File: src/rtl/gpio_pin_pkg.sv
package gpio_pin_pkg;

  // Strobes passed from the control register to the datapath
  typedef struct packed {
    logic       isInput;
    logic       isOutput;
    logic       isAlt;
    logic       invert;
    logic       useLatch;
    logic       filtEn;
    logic       latchClr;
    logic [1:0] outSel;
  } pinStrobe_t;

  typedef enum logic [1:0] {
    OSEL_LOW  = 2'd0,
    OSEL_HIGH = 2'd1,
    OSEL_CLK0 = 2'd2,
    OSEL_CLK1 = 2'd3
  } outSel_e;

  localparam int CFG_W = 6;

endpackage

File: src/rtl/gpio_pin_ctl.sv
module gpio_pin_ctl
  import gpio_pin_pkg::*;
(
  input  logic             clk,
  input  logic             rst_n,
  input  logic             cfgWe,
  input  logic [CFG_W-1:0] cfgWdata,
  input  logic             padLive,
  output logic [CFG_W-1:0] cfgRdata,
  output pinStrobe_t       strb
);

  logic [1:0] subQ;
  logic [1:0] modeQ;
  logic       filtEnQ;

  always_ff @(posedge clk or negedge rst_n) begin
    if (!rst_n) begin
      subQ    <= 2'b00;
      modeQ   <= 2'b00;
      filtEnQ <= 1'b0;
    end else if (cfgWe) begin
      subQ    <= cfgWdata[1:0];
      modeQ   <= cfgWdata[3:2];
      filtEnQ <= cfgWdata[4];
    end
  end

  always_comb begin
    strb.isInput  = (modeQ == 2'b00);
    strb.isOutput = (modeQ == 2'b01);
    strb.isAlt    = modeQ[1];
    strb.invert   = ~subQ[0];
    strb.useLatch = subQ[1];
    strb.filtEn   = filtEnQ;
    strb.latchClr = cfgWe & cfgWdata[5];
    strb.outSel   = subQ;
  end

  assign cfgRdata = {padLive, filtEnQ, modeQ, subQ};


  cfg_store_chk: assert property (@(posedge clk) disable iff (!rst_n)
    cfgWe |=> (cfgRdata[4:0] == $past(cfgWdata[4:0])));


  mode_onehot_chk: assert property (@(posedge clk) disable iff (!rst_n)
    $onehot({strb.isInput, strb.isOutput, strb.isAlt}));

endmodule

File: src/rtl/gpio_pin_dp.sv
module gpio_pin_dp
  import gpio_pin_pkg::*;
#(
  parameter int TICK_CYCLES  = 50000,
  parameter int STABLE_TICKS = 14
) (
  input  logic       clk,
  input  logic       rst_n,
  input  pinStrobe_t strb,
  input  logic       padIn,
  input  logic       outClk0,
  input  logic       outClk1,
  input  logic       altOut,
  input  logic       altOe,
  output logic       padOut,
  output logic       padOe,
  output logic       coreIn,
  output logic       padLive
);

  localparam int PRE_W = (TICK_CYCLES  > 1) ? $clog2(TICK_CYCLES)  : 1;
  localparam int STB_W = (STABLE_TICKS > 1) ? $clog2(STABLE_TICKS) : 1;

  // Two-flop synchronizer, idle high
  logic syncA, padSync;
  always_ff @(posedge clk or negedge rst_n) begin
    if (!rst_n) begin
      syncA   <= 1'b1;
      padSync <= 1'b1;
    end else begin
      syncA   <= padIn;
      padSync <= syncA;
    end
  end
  assign padLive = padSync;

  // Prescaler tick
  logic [PRE_W-1:0] preCnt;
  logic             tick;
  assign tick = (preCnt == PRE_W'(TICK_CYCLES - 1));
  always_ff @(posedge clk or negedge rst_n) begin
    if (!rst_n)    preCnt <= '0;
    else if (tick) preCnt <= '0;
    else           preCnt <= preCnt + 1'b1;
  end

  // Stability filter: restart on any change of the sampled level
  logic             prevSample, filtQ;
  logic [STB_W-1:0] stableCnt;
  always_ff @(posedge clk or negedge rst_n) begin
    if (!rst_n) begin
      prevSample <= 1'b1;
      filtQ      <= 1'b1;
      stableCnt  <= '0;
    end else begin
      prevSample <= padSync;
      if ((padSync != prevSample) || (padSync == filtQ)) begin
        stableCnt <= '0;
      end else if (tick) begin
        if (stableCnt == STB_W'(STABLE_TICKS - 1)) begin
          filtQ     <= padSync;
          stableCnt <= '0;
        end else begin
          stableCnt <= stableCnt + 1'b1;
        end
      end
    end
  end

  // Polarity and sticky flag
  logic srcBit, condActive, latchQ;
  assign srcBit     = strb.filtEn ? filtQ : padSync;
  assign condActive = srcBit ^ strb.invert;

  always_ff @(posedge clk or negedge rst_n) begin
    if (!rst_n)                            latchQ <= 1'b0;
    else if (strb.isInput && condActive)   latchQ <= 1'b1;
    else if (strb.latchClr)                latchQ <= 1'b0;
  end

  assign coreIn = strb.isInput & (strb.useLatch ? latchQ : condActive);

  // Output drive
  always_comb begin
    padOut = 1'b0;
    padOe  = 1'b0;
    if (strb.isAlt) begin
      padOut = altOut;
      padOe  = altOe;
    end else if (strb.isOutput) begin
      padOe = 1'b1;
      unique case (outSel_e'(strb.outSel))
        OSEL_LOW:  padOut = 1'b0;
        OSEL_HIGH: padOut = 1'b1;
        OSEL_CLK0: padOut = outClk0;
        OSEL_CLK1: padOut = outClk1;
      endcase
    end
  end


  in_no_drive_chk: assert property (@(posedge clk) disable iff (!rst_n)
    strb.isInput |-> !padOe);


  latch_hold_chk: assert property (@(posedge clk) disable iff (!rst_n)
    (latchQ && !strb.latchClr) |=> latchQ);


  set_wins_chk: assert property (@(posedge clk) disable iff (!rst_n)
    (strb.latchClr && strb.isInput && condActive) |=> latchQ);


  filt_update_chk: assert property (@(posedge clk) disable iff (!rst_n)
    (filtQ != $past(filtQ)) |-> (filtQ == $past(padSync) && $past(tick)));

endmodule

File: src/rtl/gpio_pin_top.sv
module gpio_pin_top
  import gpio_pin_pkg::*;
#(
  parameter int TICK_CYCLES  = 50000,
  parameter int STABLE_TICKS = 14
) (
  input  logic       clk,
  input  logic       rst_n,
  input  logic       cfgWe,
  input  logic [5:0] cfgWdata,
  output logic [5:0] cfgRdata,
  input  logic       padIn,
  output logic       padOut,
  output logic       padOe,
  input  logic       outClk0,
  input  logic       outClk1,
  input  logic       altOut,
  input  logic       altOe,
  output logic       coreIn,
  output logic       altIn
);

  pinStrobe_t strb;
  logic       padLive;

  gpio_pin_ctl u_ctl (
    .clk      (clk),
    .rst_n    (rst_n),
    .cfgWe    (cfgWe),
    .cfgWdata (cfgWdata),
    .padLive  (padLive),
    .cfgRdata (cfgRdata),
    .strb     (strb)
  );

  gpio_pin_dp #(
    .TICK_CYCLES  (TICK_CYCLES),
    .STABLE_TICKS (STABLE_TICKS)
  ) u_dp (
    .clk     (clk),
    .rst_n   (rst_n),
    .strb    (strb),
    .padIn   (padIn),
    .outClk0 (outClk0),
    .outClk1 (outClk1),
    .altOut  (altOut),
    .altOe   (altOe),
    .padOut  (padOut),
    .padOe   (padOe),
    .coreIn  (coreIn),
    .padLive (padLive)
  );

  assign altIn = padLive;

endmodule

File: config.mk
export PLATFORM = sky130hd
export DESIGN_NAME = gpio_pin_top
export DESIGN_NICKNAME = d
export VERILOG_FILES = /design/src/rtl/gpio_pin_pkg.sv /design/src/rtl/gpio_pin_ctl.sv /design/src/rtl/gpio_pin_dp.sv /design/src/rtl/gpio_pin_top.sv
export SDC_FILE = /design/constraint.sdc
export NUM_CORES = 1
export LEC_CHECK = 0
export BUFFER_PORTS_ARGS = -buffer_cell sky130_fd_sc_hd__buf_2
export CELL_PAD_IN_SITES_DETAIL_PLACEMENT = 2
export CELL_PAD_IN_SITES_GLOBAL_PLACEMENT = 2
export CORE_ASPECT_RATIO = 0.6
export CORE_MARGIN = 2
export CORE_UTILIZATION = 37
export CTS_BUF_LIST = sky130_fd_sc_hd__clkbuf_8
export CTS_CLUSTER_DIAMETER = 200
export CTS_CLUSTER_SIZE = 14
export DETAILED_ROUTE_END_ITERATION = 7
export PLACE_DENSITY_LB_ADDON = 0.08
export SKIP_CTS_REPAIR_TIMING = 1
export SLEW_MARGIN = 20
export SYNTH_ARGS = -nofsm -noshare
export SYNTH_HDL_FRONTEND = slang
export SYNTH_SLANG_ARGS = --single-unit
File: constraint.sdc
create_clock -name clk -period 2 [get_ports clk]
set_input_delay 0.2 -clock clk [delete_from_list [all_inputs] [get_ports clk]]
set_output_delay 0.2 -clock clk [all_outputs]
set_load 0.005 [all_outputs]
# Yosys cells after proc, flatten, opt, wreduce, memory -nomap -nowiden
# Index checks and enable logic that the tools add are counted.
[totals]
ff_bits = 30
input_bits = 14
output_inout_bits = 10
word_cells = 45
[classes]
add_sub_neg = 2
eq_ne = 8
muxes = 13
bitwise_logic = 5
reduce_logical = 7
[op_table]
columns = ["cell", "count"]
rows = [
  ["16-bit by 1-bit adder with 16-bit output, second input constant", 1],
  ["16-bit == test, second input constant", 1],
  ["16-bit two-way mux", 1],
  ["4-bit two-way mux", 3],
  ["1-bit two-way mux", 8],
  ["4-bit by 1-bit adder with 4-bit output, second input constant", 1],
  ["2-bit by 1-bit == test with 1-bit output, second input constant", 2],
  ["2-bit == test, second input constant", 2],
  ["4-bit == test, second input constant", 1],
  ["2-bit logical NOT", 2],
  ["1-bit one-hot mux with 4 select lines", 1],
  ["2-bit nonzero test", 2],
  ["3-bit AND reduction", 1],
  ["1-bit bitwise AND", 2],
  ["1-bit NOT", 2],
  ["1-bit == test", 1],
  ["1-bit logical AND", 1],
  ["1-bit logical OR", 1],
  ["1-bit inequality test", 1],
  ["1-bit bitwise XOR", 1],
]

# Logic depth before layout (Yosys ltp)
# Gate-level depths: netlist of the first run.
[depth]
depth_word = 4
mapped_depth = 6
ltp_nobuf = 6

# By module
# From an unflattened synthesis of the first run, not the netlist that was laid out.
[hier_totals]
hier_cells = 142
hier_area_um2 = 1490.2
[by_module_without_submodules]
columns = ["module", "n_inst", "cells_each", "area_each_um2", "seq_area_each_um2"]
rows = [
  ["gpio_pin_dp", 1, 121, 1234.9, 630.6],
  ["gpio_pin_ctl", 1, 21, 255.2, 125.1],
]

# Worst setup path after synthesis of the first run
# Ideal clock, no wire load.
[synth_timing]
kind = "reg-to-reg"
from = "register u_dp.preCnt[10]"
to = "register u_dp.stableCnt[1]"
setup_time_ns = 0.131
arrival_time_ns = 1.700
required_ns = 1.869
setup_slack_ns = 0.169
path_stages_with_launch = 6
n_path_buf = 1
cell_sequence = "dfrtp_1 or4b_4 nor4_4 buf_6 mux2i_1 nor2_1"
[synth_between]
elab_chain_len = 2
[synth_lines]
columns = ["item", "line_no", "rtl"]
rows = [
  ["from (decl)", "gpio_pin_dp.sv:38", "logic [PRE_W-1:0] preCnt;"],
  ["from (signal assigned)", "gpio_pin_dp.sv:44", "else preCnt <= preCnt + 1'b1;"],
  ["16-bit == test", "gpio_pin_dp.sv:40", "assign tick = (preCnt == PRE_W'(TICK_CYCLES - 1));"],
  ["2-bit nonzero test (no source line)", "-", ""],
  ["to (signal assigned)", "gpio_pin_dp.sv:64", "stableCnt <= stableCnt + 1'b1;"],
  ["to (decl)", "gpio_pin_dp.sv:49", "logic [STB_W-1:0] stableCnt;"],
]
# No other way between the ends.
# A chain may end at the register's enable or synchronous reset.

# Final worst setup path of the first run
[layout_timing]
from = "register u_dp.preCnt[7]"
to = "register u_dp.filtQ"
[layout_between]
elab_chain_len = 2
[layout_lines]
columns = ["item", "line_no", "rtl"]
rows = [
  ["16-bit == test", "gpio_pin_dp.sv:40", ""],
  ["3-bit AND reduction (no source line)", "-", ""],
  ["to (signal assigned)", "gpio_pin_dp.sv:61", "filtQ <= padSync;"],
  ["to (decl)", "gpio_pin_dp.sv:48", "logic prevSample, filtQ;"],
]
# No other way between the ends.

==> impl_metrics.ini, run 1 <==
[timing]
setup_violations = 0
rsz0062_at_grt = yes
finalClockSkew_ns = 0.0100
period_needed_ns = 1.95
drv_slew = 0
setup_ws_ns = 0.0467
tightest_slew_ns = 0.692
max_slew_margin_pct = 53.9
fin_crit_sh_pct = 97.7
hold_violations = 0
fmax_mhz = 512

[layout]
n_antenna_cell = 0
layout.cells.non_filler = 214
regArea_um2 = 757
drive_above_1_share_pct = 32.9
final_common_cell = dfrtp_1
fill_cells = 403
postLayoutCellArea_um2 = 1790
layout_common_cells = dfrtp_1 (25), buf_2 (23), nor2_1 (16), nand2_1 (10), xor2_1 (8)
area_growth_pct = 23.1
multi_input_area_um2 = 667
final_nets = 183

[power]
power.density_nw_per_um2 = 687
ir_drop_uv = 240
p_leak_nw = 0.831
power.total_w = 0.00123

[placed_design]
globalplace.congestion = 0.831
hpwl_um = 2570
dp.cells = 201
dpl_worst_slack_ns = 0.0557
io_buffers = 23
placed_cell_area_um2 = 1650

[setup_path]
crit_arrival_ns = 2.16
end_kind = flop
cp_cell_sequence = or4bb_1 > nor4_4 > buf_12 > buf_4 > a21boi_1 > a221o_1
slowest_stage = or4bb_1
slowest_delay_ns = 0.56
cp-start-kind = flop
path_max_fanout = 10
ff2ff_setup_slack_ns = 0.05
crit_type = flop to flop
required_ns = 2.21

[cts]
clkTransAtPathRegs_ns = 0.07
clockBufferDepth = 2
cts_buffers = 5
cts_tree = yes
clockRootBuffer = clkbuf_8
clkSinkCount = 30
htree_levels = 2
clock_latency_ns = 0.28

[flow_run]
maxCapViolCount = 0

[route]
finalWirelength_um = 3730
drtIter0Drc = 53
drc_errors = 0
vias = 1132
viasPerCell = 5.29
wl_per_cell_um = 17.4
drt_pass1_iterations = 4
ant_nets = 0

[run_status]
status = complete, no violations

[synth]
synth_seq_cells = 30
synth_top_flop_cell = dfrtp_1
synth_enable_flop_cells = 0
netlist_area_um2 = 1460
synthArstFlopShare_pct = 100
ys_seq_area_share_pct = 51.9
synth_warnings = 0
synthCells = 130
synth.avg_cell_area_um2 = 11.2
synth_cell_types = 35
syn_nets = 147

[global_route]
grt_pass1_wl_um = 6130
grt_max_degree = 31
grt_use_total_pct = 18.5
antenna_found_initial = 0
grt_pass1_vias = 1175
overflow = 0

[floorplan]
rows = 17
design.core.area_um2 = 3720
die_x_um = 85.0
chipHeight_um = 52.6
die_area_um2 = 4470
initial_core_util_pct = 39.1
ioPinCount = 24

[min_path]
hp-class = input pin to flop
-- critical path: cells and delay by family, from the launching register on --
kind / cells / cell delay (ns)
simple gates: 2 / 0.85
flops: 1 / 0.45
compound gates: 2 / 0.31
buf+inv: 2 / 0.28
-- synthesized netlist by cell type, drive strengths merged, types with 2 or more instances --
master / count / area, µm²
nand2b: 2 / 12.5
a311oi: 2 / 23.8
ha: 3 / 37.5
nand2: 10 / 37.5
dfrtp: 26 / 651
xnor2: 5 / 43.8
nor3: 4 / 20.0
buf: 3 / 26.3
mux2i: 5 / 50.1
xor2: 8 / 70.1
nor2: 16 / 60.1
nor4: 3 / 33.8
a31oi: 3 / 18.8
nand4: 3 / 18.8
nand3: 7 / 35.0
dfstp: 4 / 105
mux2: 7 / 78.8
inv: 3 / 11.3
a21oi: 3 / 15.0
-- power breakdown --
part	switching [W]	internal, W
sequential	0.0000203	0.000628
clock	0.000223	0.000270
combinational	0.0000434	0.0000478
total	0.000286	0.000946
-- layer usage --
layer  GRT usage (%)  vias to the layer above  share of wire, %
met4            6.35                        0              0.38
met5               0                        -                 0
met3            5.20                        2               4.0
met1            25.9                      580                50
met2            27.7                       18                45
li1                -                      532                 -
-- cell families after synthesis --
kind of cell	share of synthesized area (%)
multiplexers	8.85
flip-flops	51.9
AND/OR/NAND/NOR	19.3
AO/OA/AOI/OAI	6.70
adder cells (fa/ha/maj)	2.58
XOR/XNOR	7.82
buffers and inverters	2.83
-- through the flow --
step / hold slack [ns] / TNS (ns) / utilization [%]
4_1_cts: -0.0156 / 0 / 46.8
2_1_floorplan: -0.0956 / 0 / -
5_1_grt: 0.0143 / -0.0279 / 48.2
6_report: 0.0299 / 0 / 48.2
3_3_place_gp: 0.281 / 0 / 44.3
3_5_place_dp: 0.293 / 0 / 44.3
-- worst paths after layout --
| check | start | endpoint | depth (start not counted) |
|---|---|---|---|
| min reg2reg | u_dp.syncA | u_dp.padLive | 0 |
| max in group asynchronous | rst_n | u_dp.preCnt[7] | 2 |
| max | u_dp.preCnt[7] | u_dp.filtQ | 6 |
| min | padIn | u_dp.syncA | 1 |
| min in group asynchronous | rst_n | u_dp.preCnt[9] | 2 |
| max reg2reg | u_dp.preCnt[7] | u_dp.filtQ | 6 |
-- cell type report --
cell class / instances / share of cell area [%]
Multi-Input combinational cell: 93 / 37.2
Inverter: 3 / 0.628
Clock inverter: 2 / 0.419
Clock buffer: 6 / 4.61
Sequential cell: 30 / 42.2
Tap cell: 47 / 3.28
Timing Repair Buffer: 33 / 11.7
-- flip-flops by register name (all words and copies together), names as in the netlist --
register	flops
u_ctl.filtEnQ	1
u_ctl.modeQ	2
u_ctl.subQ	2
u_dp.filtQ	1
u_dp.latchQ	1
u_dp.padLive	1
u_dp.preCnt	16
u_dp.prevSample	1
u_dp.stableCnt	4
u_dp.syncA	1
(Power assumes the default switching activity.)
==> inputs of run 2 (changes only) <==
--- a/config.mk
+++ b/config.mk
@@ -10,7 +10,7 @@
 export CELL_PAD_IN_SITES_GLOBAL_PLACEMENT = 2
 export CORE_ASPECT_RATIO = 0.6
 export CORE_MARGIN = 2
-export CORE_UTILIZATION = 37
+export CORE_UTILIZATION = 34
 export CTS_BUF_LIST = sky130_fd_sc_hd__clkbuf_8
 export CTS_CLUSTER_DIAMETER = 200
 export CTS_CLUSTER_SIZE = 14
==> constraint.sdc (replaced) <==
create_clock -name clk -period 1.7 [get_ports clk]
set_input_delay 0.17 -clock clk [delete_from_list [all_inputs] [get_ports clk]]
set_output_delay 0.17 -clock clk [all_outputs]
set_load 0.005 [all_outputs]
==> impl_metrics.ini, run 2 (same netlist as run 1, synthesis figures left out) <==
[global_route]
overflow = 0
antenna_found_initial = 0
grt_use_total_pct = 18.4
grt_pass1_vias = 1195
grt_pass1_wl_um = 6290
grt_max_degree = 31

[timing]
holdWs_ns = 0.102
drv_slew = 0
hold_violations = 0
max_slew_margin_pct = 53.2
tightest_slew_ns = 0.701
setup_violations = 9
fin_crit_sh_pct = 112
rsz0062_at_grt = yes
period_needed_ns = 1.90
fmax_mhz = 526
setup_ws_ns = -0.203
finalClockSkew_ns = 0.00951
setup_tns_ns = -0.871

[floorplan]
initial_core_util_pct = 35.3
ioPinCount = 24
rows = 18
chipHeight_um = 54.7
design.core.area_um2 = 4120
die_area_um2 = 4840
die_x_um = 88.5

[route]
drt_pass1_iterations = 4
finalWirelength_um = 4050
viasPerCell = 4.92
ant_nets = 0
drtIter0Drc = 41
vias = 1190
drc_errors = 0
wl_per_cell_um = 16.7

[layout]
largest_register_ffs = 16
final_nets = 198
drive_above_1_share_pct = 41.2
layout_common_cells = dfrtp_1 (26), buf_2 (23), buf_4 (21), nor2_1 (15), nand2_1 (10)
area_growth_pct = 35.0
top_register = u_dp.preCnt
final_common_cell = dfrtp_1
n_antenna_cell = 0
largestRegisters = u_dp.preCnt: 16 flops, u_dp.stableCnt: 4 flops

[cts]
htree_levels = 2
cts_buffers = 5
clockBufferDepth = 2
clockRootBuffer = clkbuf_8
clkSinkCount = 30
clock_latency_ns = 0.30
cts_tree = yes
clkTransAtPathRegs_ns = 0.07

[power]
p_seq_share_pct = 51.4
switching_share_pct = 24.6
combPwrFrac_pct = 7.7
p_int_w = 0.00112
power.density_nw_per_um2 = 754
power.total_w = 0.00148
p_clk_share_pct = 40.9
p_leak_nw = 0.930
ir_drop_uv = 354
p_sw_w = 0.000364

[setup_path]
cp_cell_sequence = or4bb_4 > nor4_4 > buf_6 > buf_12 > nor2_4 > mux2_4
r2r-start = u_dp.preCnt[13]
crit_type = flop to flop
end_kind = flop
cp-start-kind = flop
crit_arrival_ns = 2.08
path_max_fanout = 7
slowest_stage = or4bb_4
crit_family = simple AND/OR/NAND/NOR gates
ff2ff_setup_slack_ns = -0.20
r2r.worst_path.cells = 6
worst-path-buf-inv = 2
slowest_delay_ns = 0.55
startpoint = u_dp.preCnt[13]
worstReg2RegEnd = u_dp.preCnt[15]
required_ns = 1.87

[min_path]
worstHoldPathCells = 2
hold_start = cfgWdata[2]
hp-class = input pin to flop
hold_end = u_ctl.modeQ[0]

[run_status]
violations = setup timing
status = finished, violations left

[flow_run]
maxCapViolCount = 0

[placed_design]
dpl_worst_slack_ns = -0.192
globalplace.congestion = 0.815
io_buffers = 23
hpwl_um = 2840
==> run 2: layout make-up <==
| type | count | area (µm²) |
|---|---|---|
| clock inverter | 2 | 8.76 |
| fill | 441 | 2160 |
| sequential | 30 | 756 |
| inverter | 3 | 11.3 |
| multi-input combinational | 93 | 708 |
| tap | 60 | 75.1 |
| clock buffer | 6 | 82.6 |
| timing repair buffer | 48 | 324 |
==> run 2: worst max-delay path by stage <==
| stage | cells past startpoint | to | slack [ns] |
|---|---|---|---|
| 2_1_floorplan | 5 | u_dp.stableCnt[1] | -0.13 |
| 3_3_place_gp | 5 | u_dp.stableCnt[3] | -0.14 |
| 3_5_place_dp | 5 | u_dp.stableCnt[3] | -0.19 |
| 4_1_cts | 5 | u_dp.stableCnt[3] | -0.22 |
| 5_1_grt | 6 | u_dp.preCnt[15] | -0.27 |
| 6_report | 6 | u_dp.preCnt[15] | -0.20 |
==> run 2: power groups by stage <==
stage	sequential [W]	clock [W]	combinational [W]
5_1_grt	0.000765	0.000661	0.000130
6_report	0.000762	0.000607	0.000114
4_1_cts	0.000762	0.000619	0.000113
3_5_place_dp	0.000774	0	0.000111
2_1_floorplan	0.000771	0	0.0000522
3_3_place_gp	0.000772	0	0.000108
==> run 2: per-layer routing <==
| metal | vias up | global-route usage, % | share of wire (%) |
|---|---|---|---|
| met5 | - | 0 | 0 |
| met4 | 0 | 10.6 | 1.8 |
| met3 | 5 | 4.07 | 4.1 |
| met2 | 23 | 26.2 | 44 |
| met1 | 604 | 25.9 | 50 |
| li1 | 558 | - | - |
==> run 2: stage by stage <==
step / instances / instance area [µm²] / util, %
after floorplan: 130 / 1460 / -
after global placement: 229 / 1770 / 42.9
after detailed placement: 229 / 1770 / 42.9
after CTS: 237 / 1860 / 45.1
after global routing: 242 / 1970 / 47.7
final: 242 / 1970 / 47.7
==> inputs of run 3 (changes only) <==
--- a/config.mk
+++ b/config.mk
@@ -16,6 +16,7 @@
 export CTS_CLUSTER_SIZE = 14
 export DETAILED_ROUTE_END_ITERATION = 7
 export PLACE_DENSITY_LB_ADDON = 0.08
+export RECOVER_POWER = 100
 export SKIP_CTS_REPAIR_TIMING = 1
 export SLEW_MARGIN = 20
 export SYNTH_ARGS = -nofsm -noshare
==> impl_metrics.ini, run 3 (same netlist as run 1, synthesis figures left out) <==
[timing]
rsz0062_at_grt = yes
drv_slew = 0
tightest_slew_ns = 0.782
max_slew_margin_pct = 47.9
setup_tns_ns = -0.919
hold_violations = 0
setup_violations = 9
period_needed_ns = 1.90
fmax_mhz = 526
fin_crit_sh_pct = 112
finalClockSkew_ns = 0.00933
holdWs_ns = 0.102
setup_ws_ns = -0.202

[floorplan]
initial_core_util_pct = 35.3
die_area_um2 = 4840
ioPinCount = 24
die_x_um = 88.5
design.core.area_um2 = 4120
chipHeight_um = 54.7
rows = 18

[setup_path]
slowest_stage = or4bb_4
crit_type = flop to flop
required_ns = 1.87
worst-path-buf-inv = 2
cp-start-kind = flop
end_kind = flop
path_max_fanout = 7
slowest_delay_ns = 0.55
crit_arrival_ns = 2.07
crit_family = simple AND/OR/NAND/NOR gates
cp_cell_sequence = or4bb_4 > nor4_4 > buf_6 > buf_12 > nor2_4 > mux2_4

[min_path]
hp-class = input pin to flop

[route]
wl_per_cell_um = 16.8
ant_nets = 0
vias = 1180
finalWirelength_um = 4060
viasPerCell = 4.88
drt_pass1_iterations = 2
drc_errors = 0
drtIter0Drc = 36

[power]
p_seq_share_pct = 51.5
p_clk_share_pct = 41.1
combPwrFrac_pct = 7.5
ir_drop_uv = 353
p_sw_w = 0.000365
switching_share_pct = 24.7
p_int_w = 0.00111
power.density_nw_per_um2 = 761
p_leak_nw = 0.892

[layout]
final_common_cell = dfrtp_1
largest_register_ffs = 16
drive_above_1_share_pct = 36.3
postLayoutCellArea_um2 = 1950
largestRegisters = u_dp.preCnt: 16 flops, u_dp.stableCnt: 4 flops
final_nets = 198
area_growth_pct = 33.6
top_register = u_dp.preCnt
layout_common_cells = dfrtp_1 (26), buf_4 (19), buf_2 (17), nor2_1 (15), nand2_1 (10)
fill_cells = 442
n_antenna_cell = 0
post-route-util_pct = 47.2

[global_route]
grt_pass1_vias = 1195
overflow = 0
grt_max_degree = 31
grt_use_total_pct = 18.4
grt_pass1_wl_um = 6290
antenna_found_initial = 0

[cts]
cts_tree = yes
clkSinkCount = 30
clockBufferDepth = 2
clockRootBuffer = clkbuf_8
clkTransAtPathRegs_ns = 0.07
cts_buffers = 5
htree_levels = 2
clock_latency_ns = 0.29

[placed_design]
io_buffers = 23
hpwl_um = 2840
placed_cell_area_um2 = 1770
globalplace.congestion = 0.815

[flow_run]
maxCapViolCount = 0

[run_status]
status = finished, violations left
violations = setup timing
==> run 3: cell count changes in the layout (fill, tap and decap cells not counted), sizes merged <==
cell,change
buf,-8
clkbuf,+8
==> run 3: final timing paths <==
kind	from	endpoint	slack (ns)	cells past startpoint
worst min register to register	u_dp.syncA	u_dp.padLive	0.36	0
worst max register to register	u_dp.preCnt[13]	u_dp.preCnt[15]	-0.20	6
min in group asynchronous	rst_n	u_dp.preCnt[2]	0.48	2
worst max-delay path	u_dp.preCnt[13]	u_dp.preCnt[15]	-0.20	6
worst min-delay path	cfgWdata[2]	u_ctl.modeQ[0]	0.10	2
max in group asynchronous	rst_n	u_dp.preCnt[15]	0.72	2
==> run 3: power by group through the flow <==
| stage | sequential (W) | combinational, W | clock (W) |
|---|---|---|---|
| final | 0.000762 | 0.000110 | 0.000608 |
| after global routing | 0.000765 | 0.000126 | 0.000661 |
| after CTS | 0.000762 | 0.000113 | 0.000619 |
| after detailed placement | 0.000774 | 0.000111 | 0 |
| after global placement | 0.000772 | 0.000108 | 0 |
| after floorplan | 0.000771 | 0.0000522 | 0 |
==> run 3: metrics by stage <==
step,setup slack (ns),std cells,power (W)
after floorplan,-0.131,130,0.000823
after global placement,-0.137,229,0.000880
after detailed placement,-0.192,229,0.000885
after CTS,-0.224,237,0.00149
after global routing,-0.266,242,0.00155
final,-0.202,242,0.00148
==> run 3: area by class of cell <==
class | count | area (µm²) | share of cell area, %
Tap cell | 60 | 75.1 | 3.86
Clock inverter | 2 | 8.76 | 0.450
Sequential cell | 30 | 756 | 38.8
Clock buffer | 6 | 82.6 | 4.24
Multi-Input combinational cell | 93 | 702 | 36.1
Inverter | 3 | 11.3 | 0.579
Timing Repair Buffer | 48 | 310 | 15.9
==> run 3: routing by layer <==
layer / up-vias / wire [µm] / track usage, %
li1: 559 / - / -
met1: 593 / 2020 / 25.9
met2: 23 / 1800 / 26.2
met3: 5 / 167 / 4.07
met4: 0 / 70 / 10.6
met5: - / 0 / 0
